===== config.mk =====
export PLATFORM = sky130hd
export DESIGN_NAME = pwm_xres
export DESIGN_NICKNAME = d
export VERILOG_FILES = /design/src/rtl/pwm_xres_pkg.sv /design/src/rtl/pwm_xres_rstsync.sv /design/src/rtl/pwm_xres_timebase.sv /design/src/rtl/pwm_xres_dither.sv /design/src/rtl/pwm_xres_outstage.sv /design/src/rtl/pwm_xres.sv
export SDC_FILE = /design/constraint.sdc
export NUM_CORES = 1
export LEC_CHECK = 0
export ABC_AREA = 1
export ABC_CLOCK_PERIOD_IN_PS = 2900
export BUFFER_PORTS_ARGS = -buffer_cell sky130_fd_sc_hd__buf_2
export CELL_PAD_IN_SITES_DETAIL_PLACEMENT = 2
export CELL_PAD_IN_SITES_GLOBAL_PLACEMENT = 2
export CORE_MARGIN = 2
export CORE_UTILIZATION = 34
export CTS_BUF_LIST = sky130_fd_sc_hd__clkbuf_8
export CTS_CLUSTER_SIZE = 14
export DETAILED_ROUTE_END_ITERATION = 10
export PLACE_DENSITY = 0.91
export SKIP_LAST_GASP = 1
export SYNTH_ARGS = -nofsm -noshare
export SYNTH_HDL_FRONTEND = slang
export SYNTH_SLANG_ARGS = --single-unit

===== constraint.sdc =====
create_clock -name clk -period 2.9 [get_ports clk]
set_clock_uncertainty 0.1 [all_clocks]
set_input_delay 0.58 -clock clk [delete_from_list [all_inputs] [get_ports clk]]
set_output_delay 0.58 -clock clk [all_outputs]
set_load 0.02 [all_outputs]

===== src/rtl/pwm_xres_pkg.sv =====
package pwm_xres_pkg;

  localparam int unsigned DEF_CNT_W = 8;
  localparam int unsigned DEF_ADD_W = 4;

  typedef enum logic {
    POL_ACT_HIGH = 1'b0,
    POL_ACT_LOW  = 1'b1
  } pwm_pol_e;

  // Period extension decision: true when the reversed index ranks below the additive value.
  function automatic logic ext_pick(input logic [7:0] rev_idx, input logic [7:0] add_val);
    return rev_idx < add_val;
  endfunction

endpackage


===== src/rtl/pwm_xres_rstsync.sv =====
module pwm_xres_rstsync (
  input  logic clk,
  input  logic rst_n,
  output logic rst_sync_n
);

  logic [1:0] sync_q;

  always_ff @(posedge clk or negedge rst_n) begin
    if (!rst_n) begin
      sync_q <= 2'b00;
    end else begin
      sync_q <= {sync_q[0], 1'b1};
    end
  end

  assign rst_sync_n = sync_q[1];

endmodule


===== src/rtl/pwm_xres_timebase.sv =====
module pwm_xres_timebase #(
  parameter int unsigned CNT_W = 8,
  parameter int unsigned IDX_W = 4
) (
  input  logic             clk,
  input  logic             rst_n,
  input  logic             tick_i,
  input  logic             run_i,
  output logic [CNT_W-1:0] cnt_nxt_o,
  output logic [IDX_W-1:0] idx_nxt_o,
  output logic             step_o,
  output logic             wrap_o,
  output logic             frame_o
);

  localparam logic [CNT_W-1:0] CNT_LAST = {CNT_W{1'b1}};
  localparam logic [IDX_W-1:0] IDX_LAST = {IDX_W{1'b1}};

  logic [CNT_W-1:0] cnt_q, cnt_d;
  logic [IDX_W-1:0] idx_q, idx_d;
  logic             step, wrap, cnt_en, idx_en;

  always_comb begin
    step   = run_i & tick_i;
    wrap   = step & (cnt_q == CNT_LAST);
    cnt_en = !run_i || step;
    idx_en = !run_i || wrap;
    if (!run_i) begin
      cnt_d = '0;
      idx_d = '0;
    end else begin
      cnt_d = step ? cnt_q + CNT_W'(1) : cnt_q;
      idx_d = wrap ? idx_q + IDX_W'(1) : idx_q;
    end
  end

  always_ff @(posedge clk or negedge rst_n) begin
    if (!rst_n) begin
      cnt_q <= '0;
    end else if (cnt_en) begin
      cnt_q <= cnt_d;
    end
  end

  always_ff @(posedge clk or negedge rst_n) begin
    if (!rst_n) begin
      idx_q <= '0;
    end else if (idx_en) begin
      idx_q <= idx_d;
    end
  end

  assign cnt_nxt_o = cnt_d;
  assign idx_nxt_o = idx_d;
  assign step_o    = step;
  assign wrap_o    = wrap;
  assign frame_o   = wrap & (idx_q == IDX_LAST);

endmodule


===== src/rtl/pwm_xres_dither.sv =====
module pwm_xres_dither
  import pwm_xres_pkg::*;
#(
  parameter int unsigned CNT_W = 8,
  parameter int unsigned IDX_W = 4
) (
  input  logic [IDX_W-1:0] idx_i,
  input  logic [CNT_W-1:0] duty_i,
  input  logic [IDX_W-1:0] add_i,
  output logic [CNT_W:0]   match_o
);

  logic [IDX_W-1:0] rev_idx;
  logic             ext;

  for (genvar b = 0; b < IDX_W; b++) begin : g_rev
    assign rev_idx[b] = idx_i[IDX_W-1-b];
  end

  always_comb begin
    ext     = ext_pick(8'(rev_idx), 8'(add_i));
    match_o = {1'b0, duty_i} + (CNT_W+1)'(ext);
  end

endmodule


===== src/rtl/pwm_xres_outstage.sv =====
module pwm_xres_outstage #(
  parameter int unsigned CNT_W = 8
) (
  input  logic             clk,
  input  logic             rst_n,
  input  logic             run_i,
  input  logic             step_i,
  input  logic             wrap_i,
  input  logic [CNT_W-1:0] cnt_nxt_i,
  input  logic [CNT_W:0]   match_i,
  input  logic             pol_i,
  output logic             pwm_o
);

  logic act_q, act_d, hit;

  always_comb begin
    hit   = ({1'b0, cnt_nxt_i} == match_i);
    act_d = act_q;
    if (!run_i) begin
      act_d = 1'b0;
    end else if (step_i) begin
      if (hit) begin
        act_d = 1'b1;
      end else if (wrap_i) begin
        act_d = 1'b0;
      end
    end
  end

  always_ff @(posedge clk or negedge rst_n) begin
    if (!rst_n) begin
      act_q <= 1'b0;
    end else begin
      act_q <= act_d;
    end
  end

  assign pwm_o = act_q ^ pol_i;

endmodule


===== src/rtl/pwm_xres.sv =====
module pwm_xres
  import pwm_xres_pkg::*;
#(
  parameter int unsigned CNT_W = DEF_CNT_W,
  parameter int unsigned ADD_W = DEF_ADD_W
) (
  input  logic             clk,
  input  logic             rst_n,
  input  logic             tick_i,
  input  logic             run_i,
  input  logic [CNT_W-1:0] duty_i,
  input  logic [ADD_W-1:0] add_i,
  input  logic             pol_i,
  output logic             pwm_o,
  output logic             irq_period_o,
  output logic             irq_frame_o
);

  logic             rst_int_n;
  logic [CNT_W-1:0] cnt_nxt;
  logic [ADD_W-1:0] idx_nxt;
  logic [CNT_W:0]   match;
  logic             step, wrap, frame;

  pwm_xres_rstsync u_rst (
    .clk        (clk),
    .rst_n      (rst_n),
    .rst_sync_n (rst_int_n)
  );

  pwm_xres_timebase #(.CNT_W(CNT_W), .IDX_W(ADD_W)) u_tb (
    .clk       (clk),
    .rst_n     (rst_int_n),
    .tick_i    (tick_i),
    .run_i     (run_i),
    .cnt_nxt_o (cnt_nxt),
    .idx_nxt_o (idx_nxt),
    .step_o    (step),
    .wrap_o    (wrap),
    .frame_o   (frame)
  );

  pwm_xres_dither #(.CNT_W(CNT_W), .IDX_W(ADD_W)) u_dith (
    .idx_i   (idx_nxt),
    .duty_i  (duty_i),
    .add_i   (add_i),
    .match_o (match)
  );

  pwm_xres_outstage #(.CNT_W(CNT_W)) u_out (
    .clk       (clk),
    .rst_n     (rst_int_n),
    .run_i     (run_i),
    .step_i    (step),
    .wrap_i    (wrap),
    .cnt_nxt_i (cnt_nxt),
    .match_i   (match),
    .pol_i     (pol_i),
    .pwm_o     (pwm_o)
  );

  assign irq_period_o = wrap;
  assign irq_frame_o  = frame;

endmodule


==> results of run 1 <==
==> metrics by stage <==
step | utilization | instances | hold slack [ns] | setup TNS, ns | setup WS [ns]
2_1_floorplan | - | 197 | 0.06037 | -0.4260 | -0.4260
3_3_place_gp | 0.4528 | 288 | 0.1517 | -0.6820 | -0.6820
3_5_place_dp | 0.4528 | 288 | 0.1712 | -0.9720 | -0.9720
==> synthesized netlist by cell type (all sizes together) <==
cell type	count	area, µm²
a22o	2	17.52
xnor2	2	17.52
o21ai	3	22.52
a21o	1	7.510
a21oi	5	25.02
ha	7	87.58
nor4	1	6.260
nand3	23	130.1
nand2	70	285.3
buf	2	16.26
nand3b	5	37.54
nand4	3	18.77
o21bai	1	7.510
nor2	18	105.1
dfrtp	15	375.4
conb	1	3.750
inv	36	135.1
xor2	2	17.52
==> kinds of logic after synthesis <==
logic type / synth area share
compound gates: 0.06084
xor+xnor: 0.02662
fa+ha+maj: 0.06654
buf+inv: 0.1150
flops: 0.2852
other cells: 0.002849
simple gates: 0.4430
==> metrics.yaml, run 1 <==
die_w_um: 66.22
numCtsBuffers: 3
synthCells: 197
hold_buffers: 1
yosysSeqAreaShare: 0.2852
io_pins: 20
syn_area_um2: 1316
clockRootBuffer: "clkbuf_8"
htreeDepth: 1
cts_resized: 21
clockBufferDepth: 2
lastStage: "clock tree synthesis"
synth.distinct_cells: 26
synth_warnings: 0
post-cts-setup-buffer-count: 5
synth-seq-cells: 15
cts.sinks: 15
syn_avg_cell_area_um2: 6.682
dpl-instance-area_um2: 1670
numPortBuffers: 19
hpwl_um: 4308
syn-num-nets: 221
initial_core_util: 0.3569
error: "[ERROR DPL-0033] detailed placement checks failed during check placement."
status: "did not finish"
row_count: 22
die_h_um: 66.22
place_congestion: 0.7329
==> run 2, diff against run 1 <==
--- a/config.mk
+++ b/config.mk
@@ -8,14 +8,10 @@
 export ABC_AREA = 1
 export ABC_CLOCK_PERIOD_IN_PS = 2900
 export BUFFER_PORTS_ARGS = -buffer_cell sky130_fd_sc_hd__buf_2
-export CELL_PAD_IN_SITES_DETAIL_PLACEMENT = 2
-export CELL_PAD_IN_SITES_GLOBAL_PLACEMENT = 2
 export CORE_MARGIN = 2
-export CORE_UTILIZATION = 34
-export CTS_BUF_LIST = sky130_fd_sc_hd__clkbuf_8
-export CTS_CLUSTER_SIZE = 14
+export CORE_UTILIZATION = 32
 export DETAILED_ROUTE_END_ITERATION = 10
-export PLACE_DENSITY = 0.91
+export PLACE_DENSITY_LB_ADDON = 0.15
 export SKIP_LAST_GASP = 1
 export SYNTH_ARGS = -nofsm -noshare
 export SYNTH_HDL_FRONTEND = slang
==> metrics.yaml, run 2 <==
setup_ws_ns: -0.4562
crit_type: "flop to flop"
dp.cells: 290
nets: 271
clockBufferDepth: 2
largestRegisters: "u_tb.cnt_q: 8 flops, u_tb.idx_q: 4 flops, u_rst.sync_q: 2 flops"
worstSetupStartpointType: "flop"
drc: 0
yosys.area.top_type_share: 0.2852
die_w_um: 68.14
maxCapViolations: 0
fin_crit_sh: 1.157
via_count: 1297
largest_reg_flops: 8
sequentialPowerShare: 0.433
synthTopCellsByArea: "dfrtp_1 29%, nand2_1 18%, inv_1 9.4%"
yosysSeqAreaShare: 0.2852
htreeDepth: 1
synth.distinct_cells: 26
drt-vias-per-instance: 4.382
worstReg2RegEnd: "u_out.act_q"
syn_to_final_growth_pct: 37.17
ant_nets: 0
max_slew.worst_pin.slew_ns: 0.5666
synth-seq-cells: 15
p_int_mw: 0.3592
cp_max_fo: 5
top_register: "u_tb.cnt_q"
r2r-start: "u_tb.cnt_q[0]"
drt_wl_total_um: 3020
n_antenna_cell: 0
grt_max_degree: 20
mostFrequentLayoutCells: "62 x nand2_1, 33 x inv_1, 27 x buf_4, 19 x buf_2, 18 x nand3_1"
final_common_cell: "nand2_1"
cellLeakagePower_nw: 0.9836
syn_avg_cell_area_um2: 6.682
grt_pass1_vias: 1254
crit_slowest_cell: "dfrtp_1"
violations: "setup timing"
worstPathArrival_ns: 3.40
avgRoutedWirePerCell_um: 10.20
initial_core_util: 0.3314
place_congestion: 0.8058
grt_overflow: 0
rsz0062_at_grt: "true"
io_pins: 20
cts.sinks: 15
fin_area_um2: 1805
rr_worst_depth: 28
numPortBuffers: 19
dpl-instance-area_um2: 1673
numCtsBuffers: 3
finalSetupViolCount: 1
clock_latency_ns: 0.25
yosys.area.top_type: "dfrtp_1"
crit_top_cell: "nand2_1"
slew-limit-headroom: 0.6223
fin_crit_ns: 3.356
grt_pass1_wl_um: 5333
fin_util: 0.4546
synth_most_common_cell: "nand2_1"
row_count: 23
syn_area_um2: 1316
finalHoldViolations: 0
fin_hold_ws_ns: 0.1343
postSynth.asyncResetShare: 1.000
rrSetupSlack_ns: -0.46
max_freq_mhz: 298.0
synth-edff-count: 0
required_ns: 2.95
hpwl_um: 2500
core_area_um2: 3971
clockPowerShare: 0.354
critical-path-max-stage-delay_ns: 0.35
pwr-share-comb: 0.213
cts_tree: "yes"
drive_gt1_frac: 0.3374
peakVddDrop_uv: 135.8
power.density_nw_per_um2: 279.0
fin_cells: 296
end_kind: "flop"
min_path_type: "flop to asynchronous set/reset pin"
synthCells: 197
totalPowerFinal_mw: 0.5038
fp.dieArea_um2: 4642
netSwitchingFraction: 0.2870
drt-pass1-iter-count: 4
status: "finished with violations"
maxSlewViolCount: 0
synth_warnings: 0
ys_top_cells_by_count: "63 x nand2_1, 33 x inv_1, 20 x nand3_1"
grt_use_total: 0.1543
die_h_um: 68.14
antenna_found_initial: 0
syn-num-nets: 221
drt_iter0_markers: 22
ys.flop_type: "dfrtp_1"
cts.clk_slew.worst_paths_ns: 0.07
clockRootBuffer: "clkbuf_8"
p_switching_mw: 0.1446
run 2: cell counts after synthesis:
No cell type changed its count.
run 2: routing by layer:
layer	routed length, µm	share of wire	vias up	track usage
li1	-	-	709	-
met1	1474	0.49	563	0.1914
met2	1424	0.47	18	0.2658
met3	55	0.018	7	0.01645
met4	65	0.022	0	0.07250
met5	0	0	-	0
run 2: worst max-delay path by stage:
stage | start | end | depth (start not counted)
after floorplan | tick_i | u_out.act_q | 27
after global placement | tick_i | u_out.act_q | 28
after detailed placement | tick_i | u_out.act_q | 28
after CTS | u_tb.cnt_q[1] | u_out.act_q | 28
after global routing | u_tb.cnt_q[0] | u_out.act_q | 30
final | u_tb.cnt_q[0] | u_out.act_q | 28
run 2: cells by family after synthesis:
kind of cell / share of synthesized area
AOI/OAI and AO/OA: 0.06084
xor gates and xnor gates: 0.02662
adders and majority gates: 0.06654
buffers and inverters: 0.1150
DFF: 0.2852
other: 0.002849
and+or+nand+nor: 0.4430
run 2: area by class of cell:
cell class,count,area (µm²)
clock buffers,4,45.04
repair buffers,47,307.8
well taps,50,62.56
multi-input cells,144,879.6
flip-flops and latches,15,375.4
fillers,424,2166
inverters,36,135.1
run 2: power groups by stage:
stage | Sequential [mW] | Combinational [mW] | Clock (mW)
finish | 0.218 | 0.107 | 0.178
global route | 0.219 | 0.122 | 0.199
CTS | 0.219 | 0.102 | 0.185
detailed placement | 0.223 | 0.0968 | 0
global placement | 0.223 | 0.0966 | 0
floorplan | 0.221 | 0.0571 | 0
run 2: stage by stage:
step,TNS (ns),worst slack (ns)
2_1_floorplan,-0.4260,-0.4260
3_3_place_gp,-0.6857,-0.6857
3_5_place_dp,-0.7136,-0.7136
4_1_cts,-0.4702,-0.4702
5_1_grt,-0.7981,-0.7981
6_report,-0.4562,-0.4562
run 2: worst max-delay path: cells and delay by family, from the launching register on:
| kind | cells | cell delay [ns] |
|---|---|---|
| AND/OR/NAND/NOR | 20 | 1.64 |
| AO/OA/AOI/OAI | 3 | 0.26 |
| adder cells (fa/ha/maj) | 4 | 0.85 |
| buffers and inverters | 1 | 0.05 |
| flip-flops | 1 | 0.35 |
run 2: timing repair:
action | 4_1_cts | 5_1_grt
resized for setup | 7 | 7
hold endpoints to repair | 2 | 0
pin swaps | 6 | 11
setup endpoints to repair | 1 | 1
buffers inserted | 0 | 1
hold buffers | 1 | 0
Power figures use the tool's default switching activity.
